File: src/rtl/gpioPortPkg.sv
package gpioPortPkg;
  typedef enum logic [1:0] {
    SEL_DATA = 2'd0,
    SEL_DIR  = 2'd1,
    SEL_IN   = 2'd2,
    SEL_NONE = 2'd3
  } regSel_e;

  typedef struct packed {
    logic    wrData;
    logic    wrDir;
    regSel_e rdSel;
  } portStrobe_t;
endpackage

File: src/rtl/gpioPortCtrl.sv
module gpioPortCtrl
  import gpioPortPkg::*;
#(
  parameter int CHAN_COUNT = 4,
  parameter int SER_RX_PIN = 6,
  parameter int SER_TX_PIN = 7,
  localparam int PIN_COUNT = 2 * CHAN_COUNT
) (
  input  logic                  clk,
  input  logic                  rstN,
  input  logic                  busSel,
  input  logic                  busWrite,
  input  logic [1:0]            busAddr,
  input  logic [CHAN_COUNT-1:0] chanEn,
  input  logic [CHAN_COUNT-1:0] chanTx,
  input  logic                  serEn,
  input  logic                  serTx,
  output portStrobe_t           strobe,
  output logic [PIN_COUNT-1:0]  claimMask,
  output logic [PIN_COUNT-1:0]  driveMask,
  output logic [PIN_COUNT-1:0]  periphData
);
  localparam int RX_CHAN = SER_RX_PIN / 2;
  localparam int TX_CHAN = SER_TX_PIN / 2;

  logic [PIN_COUNT-1:0] chanClaim;
  logic [PIN_COUNT-1:0] chanDrive;
  logic [PIN_COUNT-1:0] chanData;
  logic                 serLive;

  always_comb begin
    strobe.wrData = busSel && busWrite && (busAddr == SEL_DATA);
    strobe.wrDir  = busSel && busWrite && (busAddr == SEL_DIR);
    strobe.rdSel  = (busSel && !busWrite) ? regSel_e'(busAddr) : SEL_NONE;
  end

  for (genvar k = 0; k < CHAN_COUNT; k++) begin : g_chan
    assign chanClaim[2*k]   = chanEn[k];
    assign chanClaim[2*k+1] = chanEn[k];
    assign chanDrive[2*k]   = 1'b0;
    assign chanDrive[2*k+1] = chanEn[k];
    assign chanData[2*k]    = 1'b0;
    assign chanData[2*k+1]  = chanTx[k];
  end

  // The channel owning the shared pins has priority over the serial function
  assign serLive = serEn && !chanEn[RX_CHAN] && !chanEn[TX_CHAN];

  always_comb begin
    claimMask  = chanClaim;
    driveMask  = chanDrive;
    periphData = chanData;
    if (serLive) begin
      claimMask[SER_RX_PIN]  = 1'b1;
      claimMask[SER_TX_PIN]  = 1'b1;
      driveMask[SER_TX_PIN]  = 1'b1;
      periphData[SER_TX_PIN] = serTx;
    end
  end


  unusedWrite_chk: assert property (@(posedge clk) disable iff (!rstN)
    (busSel && busWrite && busAddr[1]) |-> !(strobe.wrData || strobe.wrDir));
endmodule

File: src/rtl/gpioPortDatapath.sv
module gpioPortDatapath
  import gpioPortPkg::*;
#(
  parameter int PIN_COUNT = 8
) (
  input  logic                 clk,
  input  logic                 rstN,
  input  portStrobe_t          strobe,
  input  logic [PIN_COUNT-1:0] wData,
  input  logic [PIN_COUNT-1:0] claimMask,
  input  logic [PIN_COUNT-1:0] driveMask,
  input  logic [PIN_COUNT-1:0] periphData,
  input  logic [PIN_COUNT-1:0] padIn,
  output logic [PIN_COUNT-1:0] rData,
  output logic [PIN_COUNT-1:0] padOe,
  output logic [PIN_COUNT-1:0] padOut,
  output logic [PIN_COUNT-1:0] syncIn
);
  logic [PIN_COUNT-1:0] portReg;
  logic [PIN_COUNT-1:0] dirReg;
  logic [PIN_COUNT-1:0] syncA;
  logic [PIN_COUNT-1:0] syncB;
  logic [1:0]           syncWarm;

  always_ff @(posedge clk) begin
    if (!rstN) begin
      portReg <= '0;
      dirReg  <= '0;
      syncA   <= '0;
      syncB   <= '0;
    end else begin
      if (strobe.wrData) portReg <= wData;
      if (strobe.wrDir)  dirReg  <= wData;
      syncA <= padIn;
      syncB <= syncA;
    end
  end

  assign padOe  = driveMask | (~claimMask & dirReg);
  assign padOut = (driveMask & periphData) | (~driveMask & portReg);
  assign syncIn = syncB;

  always_comb begin
    unique case (strobe.rdSel)
      SEL_DATA: rData = (padOe & portReg) | (~padOe & syncB);
      SEL_DIR:  rData = dirReg;
      SEL_IN:   rData = syncB;
      default:  rData = '0;
    endcase
  end

  // Cycle counter for the synchronizer check window only
  always_ff @(posedge clk) begin
    if (!rstN) syncWarm <= 2'd0;
    else if (syncWarm != 2'd2) syncWarm <= syncWarm + 2'd1;
  end


  dirHold_chk: assert property (@(posedge clk) disable iff (!rstN)
    !strobe.wrDir |=> $stable(dirReg));


  syncDelay_chk: assert property (@(posedge clk) disable iff (!rstN)
    (syncWarm == 2'd2) |-> (syncIn == $past(padIn, 2)));
endmodule

File: src/rtl/gpioOverridePort.sv
module gpioOverridePort
  import gpioPortPkg::*;
#(
  parameter int CHAN_COUNT = 4,
  parameter int SER_RX_PIN = 6,
  parameter int SER_TX_PIN = 7,
  localparam int PIN_COUNT = 2 * CHAN_COUNT
) (
  input  logic                  clk,
  input  logic                  rstN,
  input  logic                  busSel,
  input  logic                  busWrite,
  input  logic [1:0]            busAddr,
  input  logic [PIN_COUNT-1:0]  busWData,
  output logic [PIN_COUNT-1:0]  busRData,
  input  logic [CHAN_COUNT-1:0] chanEn,
  input  logic [CHAN_COUNT-1:0] chanTx,
  input  logic                  serEn,
  input  logic                  serTx,
  input  logic [PIN_COUNT-1:0]  padIn,
  output logic [PIN_COUNT-1:0]  padOe,
  output logic [PIN_COUNT-1:0]  padOut,
  output logic [PIN_COUNT-1:0]  syncIn
);
  portStrobe_t          strobe;
  logic [PIN_COUNT-1:0] claimMask;
  logic [PIN_COUNT-1:0] driveMask;
  logic [PIN_COUNT-1:0] periphData;

  gpioPortCtrl #(
    .CHAN_COUNT(CHAN_COUNT), .SER_RX_PIN(SER_RX_PIN), .SER_TX_PIN(SER_TX_PIN)
  ) i_ctrl (
    .clk(clk), .rstN(rstN), .busSel(busSel), .busWrite(busWrite),
    .busAddr(busAddr), .chanEn(chanEn), .chanTx(chanTx), .serEn(serEn),
    .serTx(serTx), .strobe(strobe), .claimMask(claimMask),
    .driveMask(driveMask), .periphData(periphData)
  );

  gpioPortDatapath #(.PIN_COUNT(PIN_COUNT)) i_dp (
    .clk(clk), .rstN(rstN), .strobe(strobe), .wData(busWData),
    .claimMask(claimMask), .driveMask(driveMask), .periphData(periphData),
    .padIn(padIn), .rData(busRData), .padOe(padOe), .padOut(padOut),
    .syncIn(syncIn)
  );

  for (genvar k = 0; k < CHAN_COUNT; k++) begin : g_chk

    chanOverride_chk: assert property (@(posedge clk) disable iff (!rstN)
      chanEn[k] |-> (padOe[2*k+1] && !padOe[2*k] && (padOut[2*k+1] == chanTx[k])));
  end


  serOverride_chk: assert property (@(posedge clk) disable iff (!rstN)
    (serEn && !chanEn[SER_TX_PIN/2]) |->
      (padOe[SER_TX_PIN] && !padOe[SER_RX_PIN] && (padOut[SER_TX_PIN] == serTx)));
endmodule

File: config.mk
export PLATFORM = sky130hd
export DESIGN_NAME = gpioOverridePort
export DESIGN_NICKNAME = d
export VERILOG_FILES = /design/src/rtl/gpioPortPkg.sv /design/src/rtl/gpioPortCtrl.sv /design/src/rtl/gpioPortDatapath.sv /design/src/rtl/gpioOverridePort.sv
export SDC_FILE = /design/constraint.sdc
export NUM_CORES = 1
export LEC_CHECK = 0
export BUFFER_PORTS_ARGS = -buffer_cell sky130_fd_sc_hd__buf_2
export CORE_MARGIN = 3
export CORE_UTILIZATION = 40
export DETAILED_ROUTE_END_ITERATION = 12
export PLACE_DENSITY = 0.7
export SETUP_SLACK_MARGIN = 0.1
export SLEW_MARGIN = 40
export SYNTH_ARGS = -nofsm -noshare
export SYNTH_HDL_FRONTEND = slang
export SYNTH_SLANG_ARGS = --single-unit
File: constraint.sdc
create_clock -name clk -period 3.1 [get_ports clk]
set_input_delay 0.62 -clock clk [delete_from_list [all_inputs] [get_ports clk]]
set_output_delay 0.62 -clock clk [all_outputs]
set_load 0.01 [all_outputs]
==> flow_summary_export.csv, run 1 <==
group,metric,value,unit
clocking,post-cts-setup-buffers,0,
critical_path,path_delay_family,"simple AND/OR/NAND/NOR gates",
critical_path,cpMostUsedCell,"buf_2",
clocking,numClockSinks,32,
synthesis,ys_ff_latch,32,
die,rows,21,
global_route,grt_pass1_wl,5110,um
clocking,clock_path_buffers,2,
routing,drc,0,
critical_path,crit_arrival,1670,ps
synthesis,syn_nets,194,
layout,final_common_cell,"buf_2",
critical_path,crit_start,"busWrite",
placed_design,gp_congestion,0.773,
clocking,clk_latency,280,ps
min_path,min-delay-path-class,"reg2reg",
placed_design,portBuffers,63,
clocking,clk_pin_slew,70,ps
placed_design,hpwl,2430,um
clocking,root_buffer,"clkbuf_8",
layout,ff_latch_area,641,um2
routing,vias,1295,
routing,drtAntennaViolNets,0,
critical_path,reg2reg_from,"i_dp.portReg[7]",
critical_path,crit_fanout,8,
layout,layout-drive-gt1-share,33.6,%
timing,slew_violations,0,
die,ios,64,
routing,via_per_inst,4.87,
synthesis,synth_area_per_cell,9.14,um2
global_route,antenna_found_initial,0,
die,initial_core_util,43.0,%
die,core_area,0.00344,mm2
synthesis,synth_area,0.00148,mm2
routing,drt-initial-drc-count,30,
timing,hold_viol_final,0,
critical_path,worstSetupPathType,"in2out",
clocking,cts_buffers,5,
synthesis,ys_seq_area_share,43.2,%
clocking,cts_resized,0,
routing,firstDrtPassIters,4,
timing,worstMarginPinSlew,528,ps
critical_path,cp-start-kind,"input pin",
timing,max_slew_margin,64.8,%
min_path,hold-path-endpoint,"i_dp.syncIn[7]",
timing,clock_skew,4.45,ps
critical_path,slowest_delay,420,ps
synthesis,synth_top_area_share,43.2,%
global_route,grt_pass1_vias,1171,
synthesis,yosys_warnings,0,
routing,drt_wl_total,3260,um
synthesis,netlist_instances,162,
layout,multi_input_area,726,um2
die,fp.dieH,66.9,um
critical_path,worst-path-buf-inv,2,
power_and_ir_drop,p_per_area,487,mW/mm2
global_route,grt_max_degree,33,
layout,utilization,54.6,%
clocking,cts_hold_buf,0,
layout,n_antenna_cell,0,
clocking,tritoncts,"built",
timing,fmax,0.437,GHz
placed_design,dpl.cell_count,258,
timing,period_share,73.9,%
critical_path,r2r-end,"i_dp.portReg[7]",
clocking,htreeDepth,2,
job,maxCapViolCount,0,
power_and_ir_drop,ir_drop,0.351,mV
die,die_area,0.00447,mm2
layout,final_cell_mix,"buf_2 (63), dfxtp_1 (32), nand2_1 (18), and2_1 (16), mux2i_1 (12)",
global_route,grtUsageTotal,15.6,%
layout,fin_cells,266,
timing,period_minus_slack,2290,ps
min_path,hold_depth,1,
critical_path,crit_chain,"buf_2 > nand2b_1 > or3b_1 > o22ai_2 > buf_2",
routing,wl_per_cell,12.3,um
timing,tns,0,ps
placed_design,pre_cts_slack,811,ps
critical_path,rr_worst_depth,2,
global_route,grt-ovfl-total,0,
timing,hold_ws,426,ps
layout,nets,251,
run_status,status,"complete, no violations",
critical_path,cpMaxStageDelayCell,"or3b_1",
synthesis,yosys.area.top_type,"dfxtp_1",
critical_path,crit_required,2480,ps
synthesis,synth_cell_types,30,
power_and_ir_drop,leakage,0.827,nW
min_path,worstHoldStart,"i_dp.syncA[7]",
synthesis,synth_area_leaders,"dfxtp_1 (43%), mux2i_1 (8.1%), and2_1 (6.8%), nand2_1 (4.6%), a21boi_1 (4.1%)",
layout,syn2layout_area_growth,26.9,%
die,die_w,66.9,um
critical_path,rrSetupSlack,2470,ps
critical_path,crit_path_end_kind,"output port",
timing,rsz0062_at_grt,"no",
layout,fillers,333,
timing,layout_setup_ws,810,ps
timing,setup_viol,0,
## logic make-up after synthesis
family	synth area share [%]
AND/OR/NAND/NOR	24.2
AO/OA/AOI/OAI	14.4
multiplexers	10.4
flip-flops	43.2
buffers and inverters	7.77
## flip-flops by register name, summed over array words and instances (netlist names)
signal and count:
i_dp.dirReg 8, i_dp.portReg 8, i_dp.syncA 8, i_dp.syncIn 8
## layer usage
metal | share of wire (%) | track usage, %
met1 | 44 | 17.3
met2 | 48 | 26.4
met3 | 6.7 | 6.58
met4 | 0.92 | 6.08
met5 | 0 | 0
## worst max-delay path by stage
stage	end	slack [ps]	cells past startpoint
global route	busRData[6]	740	5
CTS	busRData[6]	810	5
finish	busRData[6]	810	5
global placement	busRData[6]	830	5
detailed placement	busRData[6]	810	5
floorplan	busRData[7]	1010	3
## cell usage after synthesis
library cell / number
and4bb_1: 1
dfxtp_1: 32
buf_6: 2
a211o_1: 3
mux2_1: 3
o21ai_1: 1
buf_4: 5
nand2b_1: 4
o211ai_1: 4
o22ai_2: 1
nand2_1: 18
or3_1: 3
nor2b_1: 9
inv_2: 1
and4b_1: 1
mux2i_1: 12
clkbuf_1: 4
o21ba_2: 1
nor3b_1: 2
a21boi_1: 8
and2_1: 16
nor2_1: 8
nand4b_1: 1
or3b_1: 1
a21oi_1: 7
nor3_1: 1
inv_1: 7
buf_2: 2
o311ai_1: 3
o41ai_1: 1
## power by group
part,total (mW),internal [mW],switching [mW]
Sequential,0.432,0.425,0.00649
Clock,0.389,0.238,0.151
Combinational,0.0949,0.0450,0.0498
Total,0.916,0.708,0.208
## area by class of cell
class | instances | area share, %
repair buffers | 63 | 16.8
inverters | 8 | 1.60
well taps | 46 | 3.06
multi-input cells | 109 | 38.6
clock buffers | 5 | 3.66
clock inverters | 3 | 2.26
flip-flops and latches | 32 | 34.1
## stage by stage
step | instance area [um2] | power (mW)
after CTS | 1880 | 0.928
final | 1880 | 0.916
after global routing | 1880 | 0.965
after detailed placement | 1770 | 0.537
after global placement | 1770 | 0.536
after floorplan | 1480 | 0.495
No activity file was read; power rests on OpenSTA's default activity.
==> run 2: changes to the inputs <==
- ABC_AREA: not set -> 1
- PLACE_DENSITY: 0.7 -> 0.72
- clock period: 3.1 -> 2.1 ns (I/O delays scaled with it)
==> run 2 against run 1 <==
  * Die area up 7.4%
  * Flip-flop and latch count unchanged
  * First-iteration DRC count up 17%
  * Global-route usage up 0.91 points
  * Synthesized cell count up 47%
  * Largest power group unchanged
  * Highest routed layer unchanged
==> flow_summary_export.csv, run 2 <==
group,metric,value,unit
power_and_ir_drop,seqPwrFrac,49.9,%
synthesis,yosysMostFrequentCell,"nand2_1",
clocking,tritoncts,"built",
global_route,grt_max_degree,33,
placed_design,portBuffers,63,
global_route,grtUsageTotal,16.6,%
synthesis,yosys-top-cells-count,"nand2_1 (69), inv_1 (33), nor2_1 (33)",
die,core_area,0.00377,mm2
synthesis,synth_area,0.00160,mm2
power_and_ir_drop,leakage,1.17,nW
synthesis,synthAdderAreaFrac,0,%
routing,drt-initial-drc-count,35,
layout,nets,333,
placed_design,gp_congestion,0.792,
synthesis,synth_area_leaders,"dfxtp_1 (40%), nand2_1 (16%), nand3_1 (8.7%), inv_1 (7.7%), nor2_1 (7.7%)",
power_and_ir_drop,switching_share,25.2,%
power_and_ir_drop,intPower,0.971,mW
critical_path,crit_chain,"buf_2 > nor2_2 > inv_2 > nor2_4 > nand2_1 > nand3_1 > buf_2",
critical_path,crit_arrival,1370,ps
synthesis,yosys.area.top_type,"dfxtp_1",
critical_path,crit_start,"busAddr[1]",
routing,drt_wl_total,3720,um
global_route,grt_pass1_vias,1494,
clocking,cts_resized,0,
layout,n_antenna_cell,0,
min_path,worstHoldStart,"padIn[1]",
timing,setup_viol,0,
clocking,cts_hold_buf,0,
synthesis,synth.area.mux_share,0,%
layout,final_common_cell,"nand2_1",
layout,syn2layout_area_growth,25.9,%
timing,hold_viol_final,0,
timing,clock_skew,3.82,ps
timing,rsz0062_at_grt,"no",
timing,slew_violations,0,
synthesis,synth_xor_area_share,0,%
layout,multi_input_area,751,um2
critical_path,worstSetupPathType,"in2out",
routing,vias,1596,
synthesis,synth_top_area_share,40.0,%
routing,wl_per_cell,10.6,um
power_and_ir_drop,ir_drop,0.435,mV
job,maxCapViolCount,0,
synthesis,async_flop_share,0,%
global_route,antenna_found_initial,0,
clocking,post-cts-setup-buffers,0,
synthesis,ys.flop_type,"dfxtp_1",
layout,fillers,391,
global_route,grt_pass1_wl,6460,um
min_path,min-delay-path-class,"in2reg",
die,fp.dieH,69.3,um
critical_path,crit_fanout,8,
power_and_ir_drop,p_sw,0.328,mW
clocking,clk_pin_slew,60,ps
synthesis,syn_nets,270,
critical_path,cpMaxStageDelayCell,"nor2_4",
run_status,status,"complete, no violations",
clocking,htreeDepth,2,
timing,layout_setup_ws,310,ps
clocking,root_buffer,"clkbuf_8",
critical_path,worst-path-buf-inv,3,
global_route,grt-ovfl-total,0,
placed_design,dpl.cell_count,342,
synthesis,ys_seq_area_share,40.0,%
timing,period_minus_slack,1790,ps
die,initial_core_util,42.5,%
layout,ff_latch_area,641,um2
placed_design,hpwl,2740,um
critical_path,crit_path_end_kind,"output port",
power_and_ir_drop,clkPwrFrac,36.6,%
power_and_ir_drop,power_frac_comb,13.6,%
placed_design,pre_cts_slack,294,ps
layout,layout-drive-gt1-share,28.5,%
die,ios,64,
layout,utilization,53.5,%
clocking,clk_latency,280,ps
synthesis,yosys_warnings,0,
routing,drtAntennaViolNets,0,
clocking,cts_buffers,5,
clocking,numClockSinks,32,
critical_path,cp-start-kind,"input pin",
synthesis,synth_cell_types,21,
timing,tns,0,ps
routing,via_per_inst,4.56,
critical_path,slowest_delay,230,ps
die,rows,22,
critical_path,cpMostUsedCell,"buf_2",
synthesis,synth_compound_area_share,2.97,%
die,die_w,69.3,um
timing,fmax,0.559,GHz
layout,fin_cells,350,
synthesis,synth_top_family_by_area,"simple AND/OR/NAND/NOR gates",
critical_path,crit_required,1680,ps
timing,worstMarginPinSlew,530,ps
synthesis,ys_ff_latch,32,
critical_path,reg2reg_from,"i_dp.portReg[5]",
critical_path,path_delay_family,"simple AND/OR/NAND/NOR gates",
timing,max_slew_margin,64.6,%
clocking,clock_path_buffers,2,
synthesis,netlist_instances,238,
die,die_area,0.00480,mm2
power_and_ir_drop,p_per_area,643,mW/mm2
routing,firstDrtPassIters,4,
synthesis,yosys.area_share.simple,43.9,%
layout,final_cell_mix,"nand2_1 (69), buf_2 (63), inv_1 (33), nor2_1 (33), dfxtp_1 (32)",
timing,period_share,85.2,%
routing,drc,0,
power_and_ir_drop,power,1.30,mW
synthesis,synth_area_per_cell,6.73,um2
synthesis,synth_edf_count,0,
run 2: cell types whose count changed in the layout (fill, tap and decap cells not counted), sizes merged, moves of 4 or more:
| cell | previous run | this run |
|---|---|---|
| o21ai | 1 | 8 |
| and2 | 16 | 0 |
| a21oi | 7 | 0 |
| nand2 | 18 | 71 |
| nand3 | 0 | 30 |
| nand3b | 0 | 10 |
| inv | 8 | 37 |
| mux2i | 12 | 0 |
| nor2b | 9 | 0 |
| nand2b | 4 | 0 |
| nor2 | 8 | 38 |
| a21boi | 8 | 0 |
run 2: area by class of cell:
class,count,share of cell area [%]
Multi-Input combinational cell,159,37.2
Clock buffer,8,4.46
Timing Repair Buffer,65,16.4
Inverter,38,7.25
Sequential cell,32,31.7
Tap cell,48,2.98
run 2: kinds of logic (layout without fill, tap and decap cells):
family / after synthesis / count (layout)
AO/OA/AOI/OAI: 9 / 9
buffers and inverters: 47 / 111
AND/OR/NAND/NOR: 150 / 150
flip-flops: 32 / 32
run 2: metrics by stage:
| step | hold WS [ps] | cell area (um2) |
|---|---|---|
| floorplan | 390 | 1600 |
| global placement | 392 | 1930 |
| detailed placement | 398 | 1930 |
| CTS | 312 | 2020 |
| global route | 318 | 2020 |
| finish | 316 | 2020 |
run 2: final timing paths:
kind,slack (ps),depth (start not counted),endpoint
worst max-delay path,310,7,busRData[1]
worst min-delay path,320,3,i_dp.syncA[1]
worst max register to register,1510,2,i_dp.portReg[5]
worst min register to register,410,2,i_dp.syncIn[6]
run 2: power by group through the flow:
stage	Combinational, mW	Clock (mW)	Sequential, mW
floorplan	0.106	0	0.660
global placement	0.176	0	0.660
detailed placement	0.178	0	0.661
CTS	0.179	0.487	0.647
global route	0.202	0.516	0.650
finish	0.176	0.475	0.647
run 2: layer usage:
| metal | share of wire, % | wire, um | global-route usage, % |
|---|---|---|---|
| met3 | 7.8 | 289 | 6.67 |
| met2 | 47 | 1730 | 28.2 |
| met5 | 0 | 0 | 0 |
| met1 | 44 | 1640 | 19.0 |
| met4 | 1.6 | 61 | 4.77 |
run 2: worst min-delay path: cells and delay by family:
family | cells | cell delay [ps]
buf+inv | 2 | 110
simple gates | 1 | 40
==> run 3: changes to the inputs <==
- clock period: 2.1 -> 1.47 ns (I/O delays scaled with it)
==> run 3 against run 2 <==
  * Combinational power increased by 85%
  * Clock-buffer cell count shrank 1
  * Flip-flop and latch count unchanged
  * Worst hold slack got worse by 130 ps
  * Critical path type is now reg2out
  * Largest cell class unchanged
==> flow_summary_export.csv, run 3 (synthesis gave the netlist of run 2 again) <==
group,metric,value,unit
critical_path,cpMaxStageDelayCell,"dfxtp_2",
die,die_area,0.00480,mm2
die,die_w,69.3,um
critical_path,worst-path-buf-inv,4,
critical_path,crit_chain,"inv_2 > nand2_2 > buf_4 > buf_4 > buf_2",
power_and_ir_drop,leakage,1.35,nW
clocking,clk_pin_slew,70,ps
timing,rsz0062_at_grt,"yes",
min_path,hold-path-endpoint,"i_dp.syncA[6]",
placed_design,hpwl,2890,um
layout,final_cell_mix,"nand2_1 (61), buf_2 (58), nor2_1 (32), inv_1 (28), nand3_1 (24)",
job,maxCapViolCount,0,
routing,firstDrtPassIters,4,
die,rows,22,
timing,layout_setup_ws,79.1,ps
die,initial_core_util,42.5,%
clocking,clk_latency,290,ps
critical_path,r2r-end,"i_dp.dirReg[2]",
global_route,grt_pass1_vias,1513,
critical_path,path_delay_family,"buffers and inverters",
layout,syn2layout_area_growth,47.3,%
placed_design,pre_cts_slack,69.8,ps
timing,fmax,0.719,GHz
timing,period_share,94.6,%
routing,wl_per_cell,11.4,um
power_and_ir_drop,power,2.17,mW
die,core_area,0.00377,mm2
critical_path,crit_required,1180,ps
timing,slew_violations,0,
min_path,min-delay-path-class,"in2reg",
placed_design,dpl_cell_area,0.00199,mm2
layout,fin_cells,372,
die,ios,64,
global_route,grtUsageTotal,17.7,%
layout,layout-drive-gt1-share,42.3,%
critical_path,crit_path_end_kind,"output port",
clocking,numClockSinks,32,
timing,max_slew_margin,65.1,%
min_path,hold_depth,3,
routing,drc,0,
clocking,htreeDepth,2,
min_path,worstHoldStart,"padIn[6]",
power_and_ir_drop,p_per_area,920,mW/mm2
layout,utilization,62.6,%
critical_path,rrSetupSlack,760,ps
clocking,cts_buffers,5,
timing,hold_viol_final,0,
critical_path,crit_arrival,1100,ps
placed_design,gp_congestion,0.774,
power_and_ir_drop,ir_drop,0.799,mV
timing,clock_skew,7.17,ps
routing,drt-initial-drc-count,74,
timing,worstMarginPinSlew,524,ps
critical_path,cp-start-kind,"flop",
routing,via_per_inst,4.59,
timing,setup_viol,0,
global_route,antenna_found_initial,0,
placed_design,portBuffers,63,
global_route,grt_max_degree,31,
placed_design,dpl.cell_count,349,
layout,n_antenna_cell,0,
layout,design_area,0.00236,mm2
clocking,tritoncts,"built",
routing,drtAntennaViolNets,0,
critical_path,worstSetupPathType,"reg2out",
global_route,grt_pass1_wl,6920,um
timing,hold_ws,186,ps
run_status,status,"complete, no violations",
layout,nets,355,
critical_path,slowest_delay,330,ps
critical_path,crit_fanout,2,
timing,tns,0,ps
critical_path,rr_worst_depth,3,
layout,final_common_cell,"nand2_1",
critical_path,reg2reg_from,"i_dp.dirReg[2]",
routing,drt_wl_total,4230,um
clocking,root_buffer,"clkbuf_8",
routing,vias,1708,
critical_path,cpMostUsedCell,"buf_4",
clocking,clock_path_buffers,2,
global_route,grt-ovfl-total,0,
timing,period_minus_slack,1390,ps
die,fp.dieH,69.3,um
## run 3: cell count changes in the layout (fill, tap and decap cells not counted), sizes merged
cell	change
bufinv	+1
buf	+21
## run 3: timing repair
action                                  CTS  global route
pin swaps                                 1            11
resized for setup                        15            27
cloned                                    0             1
hold buffers                              0             0
endpoints found under the setup margin    8             8
buffers inserted                          7             7
hold endpoints to repair                  0             0
## run 3: worst register-to-register path, cell delays in order, from the launching register on
cell,delay [ps]
dfxtp_4,350
buf_4,130
nor2_1,90
nor2_1,40
## run 3: report_power, final
| part | switching (mW) | leakage, nW | internal (mW) |
|---|---|---|---|
| Clock | 0.324 | 0.0645 | 0.598 |
| Combinational | 0.172 | 1.02 | 0.153 |
| Sequential | 0.0229 | 0.267 | 0.902 |
## run 3: worst max path at each step
| stage | from | end | slack (ps) | cells after the start |
|---|---|---|---|---|
| after floorplan | serEn | busRData[7] | 280 | 5 |
| after global placement | busAddr[0] | busRData[7] | 80 | 9 |
| after detailed placement | busAddr[0] | busRData[6] | 70 | 9 |
| after CTS | busAddr[1] | busRData[6] | 80 | 8 |
| after global routing | i_dp.dirReg[1] | busRData[1] | -6 | 7 |
| final | i_dp.dirReg[1] | padOe[1] | 80 | 5 |
## run 3: layer usage
metal | routed length, um | GRT usage, %
met1 | 1820 | 21.0
met2 | 2100 | 30.6
met3 | 262 | 5.22
met4 | 48 | 5.21
met5 | 0 | 0
## run 3: final cells by class
type / instances / area (um2)
Clock buffer: 7 / 96.3
Clock inverter: 1 / 30.0
Fill cell: 355 / 1410
Inverter: 38 / 149
Multi-Input combinational cell: 159 / 803
Sequential cell: 32 / 657
Tap cell: 48 / 60.1
Timing Repair Buffer: 87 / 566
